`config.mk`:
```
export PLATFORM = sky130hd
export DESIGN_NAME = preadd_mult_front
export DESIGN_NICKNAME = d
export VERILOG_FILES = /design/src/rtl/pmf_pkg.sv /design/src/rtl/pmf_reg2.sv /design/src/rtl/pmf_optreg.sv /design/src/rtl/pmf_preadd.sv /design/src/rtl/pmf_mult.sv /design/src/rtl/preadd_mult_front.sv
export SDC_FILE = /design/constraint.sdc
export NUM_CORES = 2
export LEC_CHECK = 0
export BUFFER_PORTS_ARGS = -buffer_cell sky130_fd_sc_hd__buf_2
export CAP_MARGIN = 40
export CORE_UTILIZATION = 45
export CTS_CLUSTER_SIZE = 25
export DETAILED_ROUTE_END_ITERATION = 10
export SETUP_SLACK_MARGIN = 0.1
export SLEW_MARGIN = 20
export SYNTH_ARGS = -nofsm -noshare
export SYNTH_HDL_FRONTEND = slang
export SYNTH_SLANG_ARGS = --single-unit
```
`constraint.sdc`:
```
create_clock -name clk -period 25.4 [get_ports clk]
set_input_delay 2.54 -clock clk [delete_from_list [all_inputs] [get_ports clk]]
set_output_delay 2.54 -clock clk [all_outputs]
set_load 0.1 [all_outputs]
```
`src/rtl/pmf_pkg.sv`:
```
package pmf_pkg;
  localparam int MODE_W = 5;

  // bit 4 .. bit 0
  typedef struct packed {
    logic tap_b_first;
    logic sub;
    logic d_on;
    logic opnd_off;
    logic tap_a_first;
  } mode_t;
endpackage

```
`src/rtl/pmf_reg2.sv`:
```
module pmf_reg2 #(
  parameter int W = 18
) (
  input  logic         clk,
  input  logic         rst,
  input  logic         ce1,
  input  logic         ce2,
  input  logic         tap_first,
  input  logic [W-1:0] din,
  output logic [W-1:0] q1,
  output logic [W-1:0] q2,
  output logic [W-1:0] tap
);
  always_ff @(posedge clk) begin
    if (rst) begin
      q1 <= '0;
    end else if (ce1) begin
      q1 <= din;
    end
  end

  always_ff @(posedge clk) begin
    if (rst) begin
      q2 <= '0;
    end else if (ce2) begin
      q2 <= q1;
    end
  end

  assign tap = tap_first ? q1 : q2;
endmodule

```
`src/rtl/pmf_optreg.sv`:
```
module pmf_optreg #(
  parameter int W  = 27,
  parameter bit EN = 1'b1
) (
  input  logic         clk,
  input  logic         rst,
  input  logic         ce,
  input  logic [W-1:0] d,
  output logic [W-1:0] q
);
  generate
    if (EN) begin : g_reg
      logic [W-1:0] r;
      always_ff @(posedge clk) begin
        if (rst) begin
          r <= '0;
        end else if (ce) begin
          r <= d;
        end
      end
      assign q = r;
    end else begin : g_pass
      assign q = d;
    end
  endgenerate
endmodule

```
`src/rtl/pmf_preadd.sv`:
```
module pmf_preadd #(
  parameter int W = 27
) (
  input  logic [W-1:0] d_val,
  input  logic [W-1:0] o_val,
  input  logic         d_on,
  input  logic         o_off,
  input  logic         sub,
  output logic [W-1:0] sum
);
  function automatic logic [W-1:0] preadd_f(
    input logic [W-1:0] dv, input logic [W-1:0] ov,
    input logic don, input logic ooff, input logic sb);
    logic [W-1:0] dt;
    logic [W-1:0] ot;
    dt = don ? dv : '0;
    ot = ooff ? '0 : ov;
    return sb ? (dt - ot) : (dt + ot);
  endfunction

  assign sum = preadd_f(d_val, o_val, d_on, o_off, sub);
endmodule

```
`src/rtl/pmf_mult.sv`:
```
module pmf_mult #(
  parameter int AW = 27,
  parameter int BW = 18,
  localparam int PW = AW + BW
) (
  input  logic [AW-1:0] x,
  input  logic [BW-1:0] y,
  output logic [PW-1:0] p
);
  function automatic logic [PW-1:0] smul_f(input logic [AW-1:0] xa, input logic [BW-1:0] yb);
    logic signed [PW-1:0] xe;
    logic signed [PW-1:0] ye;
    xe = PW'($signed(xa));
    ye = PW'($signed(yb));
    return xe * ye;
  endfunction

  assign p = smul_f(x, y);
endmodule

```
`src/rtl/preadd_mult_front.sv`:
```
module preadd_mult_front #(
  parameter int A_W         = 30,
  parameter int B_W         = 18,
  parameter int D_W         = 27,
  parameter int P_W         = 48,
  parameter bit PRE_FROM_B  = 1'b0,
  parameter bit MA_FROM_PRE = 1'b1,
  parameter bit MB_FROM_PRE = 1'b0,
  parameter bit D_REG       = 1'b1,
  parameter bit AD_REG      = 1'b0,
  parameter bit M_REG       = 1'b1,
  parameter bit P_REG       = 1'b1
) (
  input  logic                      clk,
  input  logic                      rst_a,
  input  logic                      rst_b,
  input  logic                      rst_d,
  input  logic                      rst_ad,
  input  logic                      rst_m,
  input  logic                      rst_p,
  input  logic                      ce_a1,
  input  logic                      ce_a2,
  input  logic                      ce_b1,
  input  logic                      ce_b2,
  input  logic                      ce_d,
  input  logic                      ce_ad,
  input  logic                      ce_m,
  input  logic                      ce_p,
  input  logic [pmf_pkg::MODE_W-1:0] mode,
  input  logic [A_W-1:0]            a_in,
  input  logic [B_W-1:0]            b_in,
  input  logic [D_W-1:0]            d_in,
  output logic [D_W-1:0]            mul_a_op,
  output logic [B_W-1:0]            mul_b_op,
  output logic [P_W-1:0]            prod
);
  import pmf_pkg::*;

  localparam int PROD_W = D_W + B_W;
  localparam int EXT_W  = P_W - PROD_W;
  localparam int BEXT_W = D_W - B_W;

  mode_t md;
  assign md = mode_t'(mode);

  // named internal events for the checker
  logic [A_W-1:0]    a1_q, a2_q, a_sel;
  logic [B_W-1:0]    b1_q, b2_q, b_sel;
  logic [D_W-1:0]    d_q;
  logic [D_W-1:0]    a_low;
  logic [D_W-1:0]    b_ext;
  logic [D_W-1:0]    pre_opnd;
  logic [D_W-1:0]    ad_comb, ad_q;
  logic [PROD_W-1:0] prod_comb, m_q;
  logic [P_W-1:0]    prod_ext;

  pmf_reg2 #(.W(A_W)) u_a_pair (
    .clk(clk), .rst(rst_a), .ce1(ce_a1), .ce2(ce_a2),
    .tap_first(md.tap_a_first), .din(a_in),
    .q1(a1_q), .q2(a2_q), .tap(a_sel)
  );

  pmf_reg2 #(.W(B_W)) u_b_pair (
    .clk(clk), .rst(rst_b), .ce1(ce_b1), .ce2(ce_b2),
    .tap_first(md.tap_b_first), .din(b_in),
    .q1(b1_q), .q2(b2_q), .tap(b_sel)
  );

  pmf_optreg #(.W(D_W), .EN(D_REG)) u_d_reg (
    .clk(clk), .rst(rst_d), .ce(ce_d), .d(d_in), .q(d_q)
  );

  assign a_low = a_sel[D_W-1:0];
  assign b_ext = {{BEXT_W{b_sel[B_W-1]}}, b_sel};

  generate
    if (PRE_FROM_B) begin : g_pre_b
      assign pre_opnd = b_ext;
    end else begin : g_pre_a
      assign pre_opnd = a_low;
    end
  endgenerate

  pmf_preadd #(.W(D_W)) u_preadd (
    .d_val(d_q), .o_val(pre_opnd), .d_on(md.d_on),
    .o_off(md.opnd_off), .sub(md.sub), .sum(ad_comb)
  );

  pmf_optreg #(.W(D_W), .EN(AD_REG)) u_ad_reg (
    .clk(clk), .rst(rst_ad), .ce(ce_ad), .d(ad_comb), .q(ad_q)
  );

  generate
    if (MA_FROM_PRE) begin : g_ma_pre
      assign mul_a_op = ad_q;
    end else begin : g_ma_raw
      assign mul_a_op = a_low;
    end
    if (MB_FROM_PRE) begin : g_mb_pre
      assign mul_b_op = ad_q[B_W-1:0];
    end else begin : g_mb_raw
      assign mul_b_op = b_sel;
    end
  endgenerate

  pmf_mult #(.AW(D_W), .BW(B_W)) u_mult (
    .x(mul_a_op), .y(mul_b_op), .p(prod_comb)
  );

  pmf_optreg #(.W(PROD_W), .EN(M_REG)) u_m_reg (
    .clk(clk), .rst(rst_m), .ce(ce_m), .d(prod_comb), .q(m_q)
  );

  assign prod_ext = {{EXT_W{m_q[PROD_W-1]}}, m_q};

  pmf_optreg #(.W(P_W), .EN(P_REG)) u_p_reg (
    .clk(clk), .rst(rst_p), .ce(ce_p), .d(prod_ext), .q(prod)
  );
endmodule

```
[Word level (Yosys, flattened, before mapping)]
Index checks and enable logic that the tools add are counted.
Word-level totals
  register bits after elaboration: 207
  input port bits: 95
  output and inout bits: 93
  logic and storage cells: 15
Cells by class
  add/subtract/negate cells: 2
  multiply operators: 1
  muxes and demuxes: 5
Operator list (count)
  $mux W27: 4
  $mul A27 B18 Y45: 1
  $add A27 B27 Y27: 1
  $sub A27 B27 Y27: 1
  $mux W18: 1

[Depth between registers and ports, before layout]
  depth in word-level cells: 5
  depth in mapped cells: 48
  depth with buffers taken out: 43

[Hierarchy]
From an unflattened synthesis, not the netlist that was laid out.
Second synthesis, totals
  cell total of the unflattened synthesis: 3114
  area total of the unflattened synthesis: 28307.1 um2
Modules (own cells, without submodules)
  pmf_mult: instances 1, cells each 1970, area an instance 17216.5 um2, sequential area each 0.0 um2
  pmf_reg2 at u_a_pair: instances 1, cells each 228, area an instance 2687.6 um2, sequential area each 1201.2 um2
  pmf_preadd: instances 1, cells each 366, area an instance 2298.5 um2, sequential area each 0.0 um2
  pmf_optreg at u_p_reg: instances 1, cells each 155, area an instance 1729.2 um2, sequential area each 960.9 um2
  pmf_optreg at u_m_reg: instances 1, cells each 145, area an instance 1635.3 um2, sequential area each 900.9 um2
  pmf_reg2 at u_b_pair: instances 1, cells each 136, area an instance 1559.0 um2, sequential area each 720.7 um2
  pmf_optreg at u_d_reg: instances 1, cells each 87, area an instance 978.4 um2, sequential area each 540.5 um2
  pmf_optreg at u_ad_reg: instances 1, cells each 27, area an instance 202.7 um2, sequential area each 0.0 um2

[Worst setup path after synthesis]
Ideal clock, no wire load.
  kind: in2reg
  start point: input mode[0] (netlist bit)
  end point: register u_m_reg.g_reg.r[41], in the netlist u_m_reg.q[41]
  library setup time: 0.134 ns
  arrival time: 13.274 ns
  data required time: 25.266 ns
  slack: 11.992 ns
  stages: 46
  buffers on the path: 5
  cells stage by stage: buf_6 > buf_6 > buf_4 > buf_2 > mux2i_1 > nor2_1 > inv_1 > ha_1 > o21ai_1 > nor4_4 > and2_1 > nor3b_4 > nor2_1 > xnor2_1 > ha_1 > nand3_1 > nor2_1 > and4_1 > [10 not listed] > fa_1 > inv_1 > fa_1 > fa_1 > inv_1 > fa_1 > inv_1 > ha_1 > a21o_1 > a21o_1 > a2111oi_0 > or3_1 > o21ai_1 > a221o_1 > nor2_1 > o21ai_1 > nor4bb_1 > or4_1
On the way
  cells in the longest elaborated chain, start to end: 5
  elaborated cells between the ends (all ways): 6
  those cells by class: add/sub (2); mul (1); mux (3)
Ends and longest elaborated chain
  start, declared: line preadd_mult_front.sv:29  | input logic [pmf_pkg::MODE_W-1:0] mode,
  $mux W27 *: line pmf_reg2.sv:30  | assign tap = tap_first ? q1 : q2;
  $mux W27 *: line pmf_preadd.sv:17  | ot = ooff ? '0 : ov;
  $add A27 B27 Y27 / $sub A27 B27 Y27 (equally long branches): line pmf_preadd.sv:18  | return sb ? (dt - ot) : (dt + ot);
  $mux W27 *: line pmf_preadd.sv:18
  via mul_a_op[24]: line preadd_mult_front.sv:33  | output logic [D_W-1:0] mul_a_op,
  $mul A27 B18 Y45 *: line pmf_mult.sv:15  | return xe * ye;
  end signal, assigned: line pmf_optreg.sv:16  | r <= '0;
  end signal, assigned: line pmf_optreg.sv:18  | r <= d;
  end, declared: line pmf_optreg.sv:13  | logic [W-1:0] r;
The timed path passes the listed nets; every way through them passes the cells marked *.
A chain may end at the register's enable or synchronous reset.

[Final worst setup path]
  start point: input mode[0] (netlist bit)
  end point: register u_m_reg.g_reg.r[41], in the netlist u_m_reg.q[41]
On the way
  cells in the longest elaborated chain, start to end: 5
  elaborated cells between the ends (all ways): 6
  those cells by class: add/sub (2); mul (1); mux (3)
Ends and longest elaborated chain (line)
  $mux W27 *: pmf_reg2.sv:30
  $mux W27 *: pmf_preadd.sv:17
  $add A27 B27 Y27 / $sub A27 B27 Y27 (equally long branches): pmf_preadd.sv:18
  $mux W27 *: pmf_preadd.sv:18
  $mul A27 B18 Y45 *: pmf_mult.sv:15
Mark *: on every way between the ends. The rest lies on a longest branch, timed or not.

==> metrics.txt <==
Antenna Nets Post-Route=0; Final nets=3,836; clock tree from TritonCTS=done; initial antenna violation count=0; Worst-Margin Slew=825.9 ps; area post-placement=0.02858 mm2; Most Frequent Cell on Critical Path=fa_1; Core Footprint=0.05814 mm2; Final Cycle Share=53.45%; DR iter-0 viols=1,302; Multi-input gate area=0.01995 mm2; clock power share=9.7%; Slew Viols, Final=0; IO Pins=188; dominant cells by area after synthesis=fa_1, dfxtp_1, mux2i_1; cells after synthesis=2,996; largest net degree at the start of global routing=71; Register Area=0.004144 mm2; Synth top cells by count=inv_1, fa_1, nor2_1; vias per inst=5.263; count leader, synth=inv_1; status=finished clean; CTS Sinks=207; Port Buffers=182; Reg power frac=11.8%; synthesis warning total=0; latest clock arrival within the worst-skew pair=530 ps; min-delay worst type=reg -> reg; top_reg_cell synth=dfxtp_1; PostCTS Resize Cnt=0; clk_skew=18.29 ps; CP Launch Type=input pin; Final Cell Area=0.02938 mm2; FP Rows=88; Max Fanout on Critical Path=31; Pint=1480 uW; max_cap viols=0; final std cells w/o fill=3,910; worst path required time=25,800 ps; Initial Util=45.92%; CTS buffer count=23; GPL Wtd Cong=0.8997; Fin Hold WS=486.1 ps; DP Worst Slack=10,990 ps; synth unique cells=73; CP Class=in -> reg; Die Ht=245.6 um; die area=0.06030 mm2; CP Capture Type=register; Logic pwr share=78.5%; Yosys top cell by area=fa_1; total global-route track usage=25.78%; Final HPWL DP=59,250 um; hold_buf cts=0; Psw=1823 uW; sequential fraction of the synthesis area=15.52%; Final Hold Viols=0; DIE WIDTH=245.6 um; vias after detailed routing=20,580; Final setup viols=0; crit-path max cell delay=630 ps; post-synthesis cell area=0.02669 mm2; Seq cells post-synth=207; share of layout cells above drive strength 1=10.37%; first-pass GRT wire length=119,500 um; Period minus WS final=13,580 ps; Slowest cell on crit path=nor4_1; sw frac=55.19%; CTS clk-pin slew, worst paths=70 ps; Synth async-reset ratio=0%; maximum VDD drop=123.7 uV; RSZ-0062 raised after global routing=false; H-tree depth=1; EDFF count, synth=0; Setup TNS Final=0 ps; static leakage=0.01508 uW; Post-Syn Nets=3,703; vias in the first global route=21,860; cell count after placement=3,865; final worst slack=11,820 ps; fmax=73.65 MHz; Root Driver=clkbuf_16; residual DRC count=0; clk buf depth=3; Routed WL=75,840 um; setup bufs post-CTS=0; Worst EP arrival=13,980 ps; Slew HR=44.94%; drt pass-1 iters=5; Layout area overhead=10.07%; Pwr Density=112.4 mW/mm2; drt wl/cell=19.40 um; Filler cells=5,438; grt ovf=0; syn avg cell area=8.910 um2; top cell type's share of synthesized area=35.55%
[cell type report]
type	instances	share of cell area, %
clock inverters	13	0.2768
clock buffers	27	2.146
repair buffers	237	4.889
diodes	1	0.008517
multi-input cells	2079	67.90
inverters	581	7.422
well taps	765	3.258
flip-flops and latches	207	14.10
[power groups by stage]
| stage | clock network (uW) | registers (uW) | logic (uW) |
|---|---|---|---|
| global placement | 0 | 396 | 2560 |
| floorplan | 0 | 439 | 1780 |
| global route | 342 | 394 | 2860 |
| CTS | 329 | 390 | 2620 |
| detailed placement | 0 | 397 | 2610 |
| finish | 320 | 389 | 2590 |
[through the flow]
step	util (%)	total power, uW
5_1_grt	50.54	3598
3_5_place_dp	49.17	3006
4_1_cts	50.39	3340
3_3_place_gp	49.01	2959
6_report	50.54	3303
2_1_floorplan	-	2222
[routing by layer]
layer | up-vias | GRT usage [%] | part of all wire (%)
li1 | 9389 | - | -
met1 | 10350 | 31.35 | 39
met2 | 660 | 45.18 | 50
met3 | 177 | 3.514 | 6.2
met4 | 0 | 11.66 | 5.2
met5 | - | 0 | 0
[cell families (layout without fill, tap and decap cells)]
kind of cell / count (synthesis) / in the layout / synth area share, %
XOR/XNOR: 87 / 87 / 3.037
AND/OR/NAND/NOR: 930 / 930 / 15.01
AO/OA/AOI/OAI: 212 / 212 / 5.283
multiplexers: 238 / 238 / 8.957
adder cells (fa/ha/maj): 612 / 612 / 42.02
flip-flops: 207 / 207 / 15.52
buffers and inverters: 710 / 858 / 10.17
other: 0 / 1 / 0
[placed cells by master, fill, tap and decap left out, types with 12 or more instances in the layout]
cell	count
nand2_1	320
buf_4	48
buf_2	182
nand3_1	14
a21o_1	38
fa_1	474
a21oi_1	65
xor2_1	14
or2_2	12
clkbuf_16	23
xnor2_1	58
dfxtp_1	207
nor3_1	15
inv_1	571
mux2i_1	228
and2_1	81
a211oi_1	12
ha_1	138
nor2_1	424
o21ai_0	21
[path summary, 6_finish.rpt]
check	end	slack (ps)	from	depth (start not counted)
worst max-delay path	u_m_reg.q[41]$_SDFFE_PP0P_	11820	mode[0]	41
worst min-delay path	u_m_reg.q[6]$_SDFFE_PP0P_	490	u_m_reg.q[6]$_SDFFE_PP0P_	2
worst max register to register	u_m_reg.q[41]$_SDFFE_PP0P_	14000	u_a_pair.q1[5]$_SDFFE_PP0P_	39
worst min register to register	u_m_reg.q[6]$_SDFFE_PP0P_	490	u_m_reg.q[6]$_SDFFE_PP0P_	2
[flip-flops by register name (all words and copies together) (netlist names)]
| signal | count |
|---|---|
| u_p_reg.q | 45 |
| u_a_pair.q2 | 27 |
| u_d_reg.q | 27 |
| u_b_pair.q1 | 18 |
| u_m_reg.q | 45 |
| u_b_pair.q2 | 18 |
| u_a_pair.q1 | 27 |
[critical path: cells and delay by family]
family                   cells  cell delay, ps
multiplexers                 1             270
AND/OR/NAND/NOR             14            3480
XOR/XNOR                     2             690
buffers and inverters        6            1090
AO/OA/AOI/OAI               10            2180
adder cells (fa/ha/maj)      8            3690
Power figures use the tool's default switching activity.
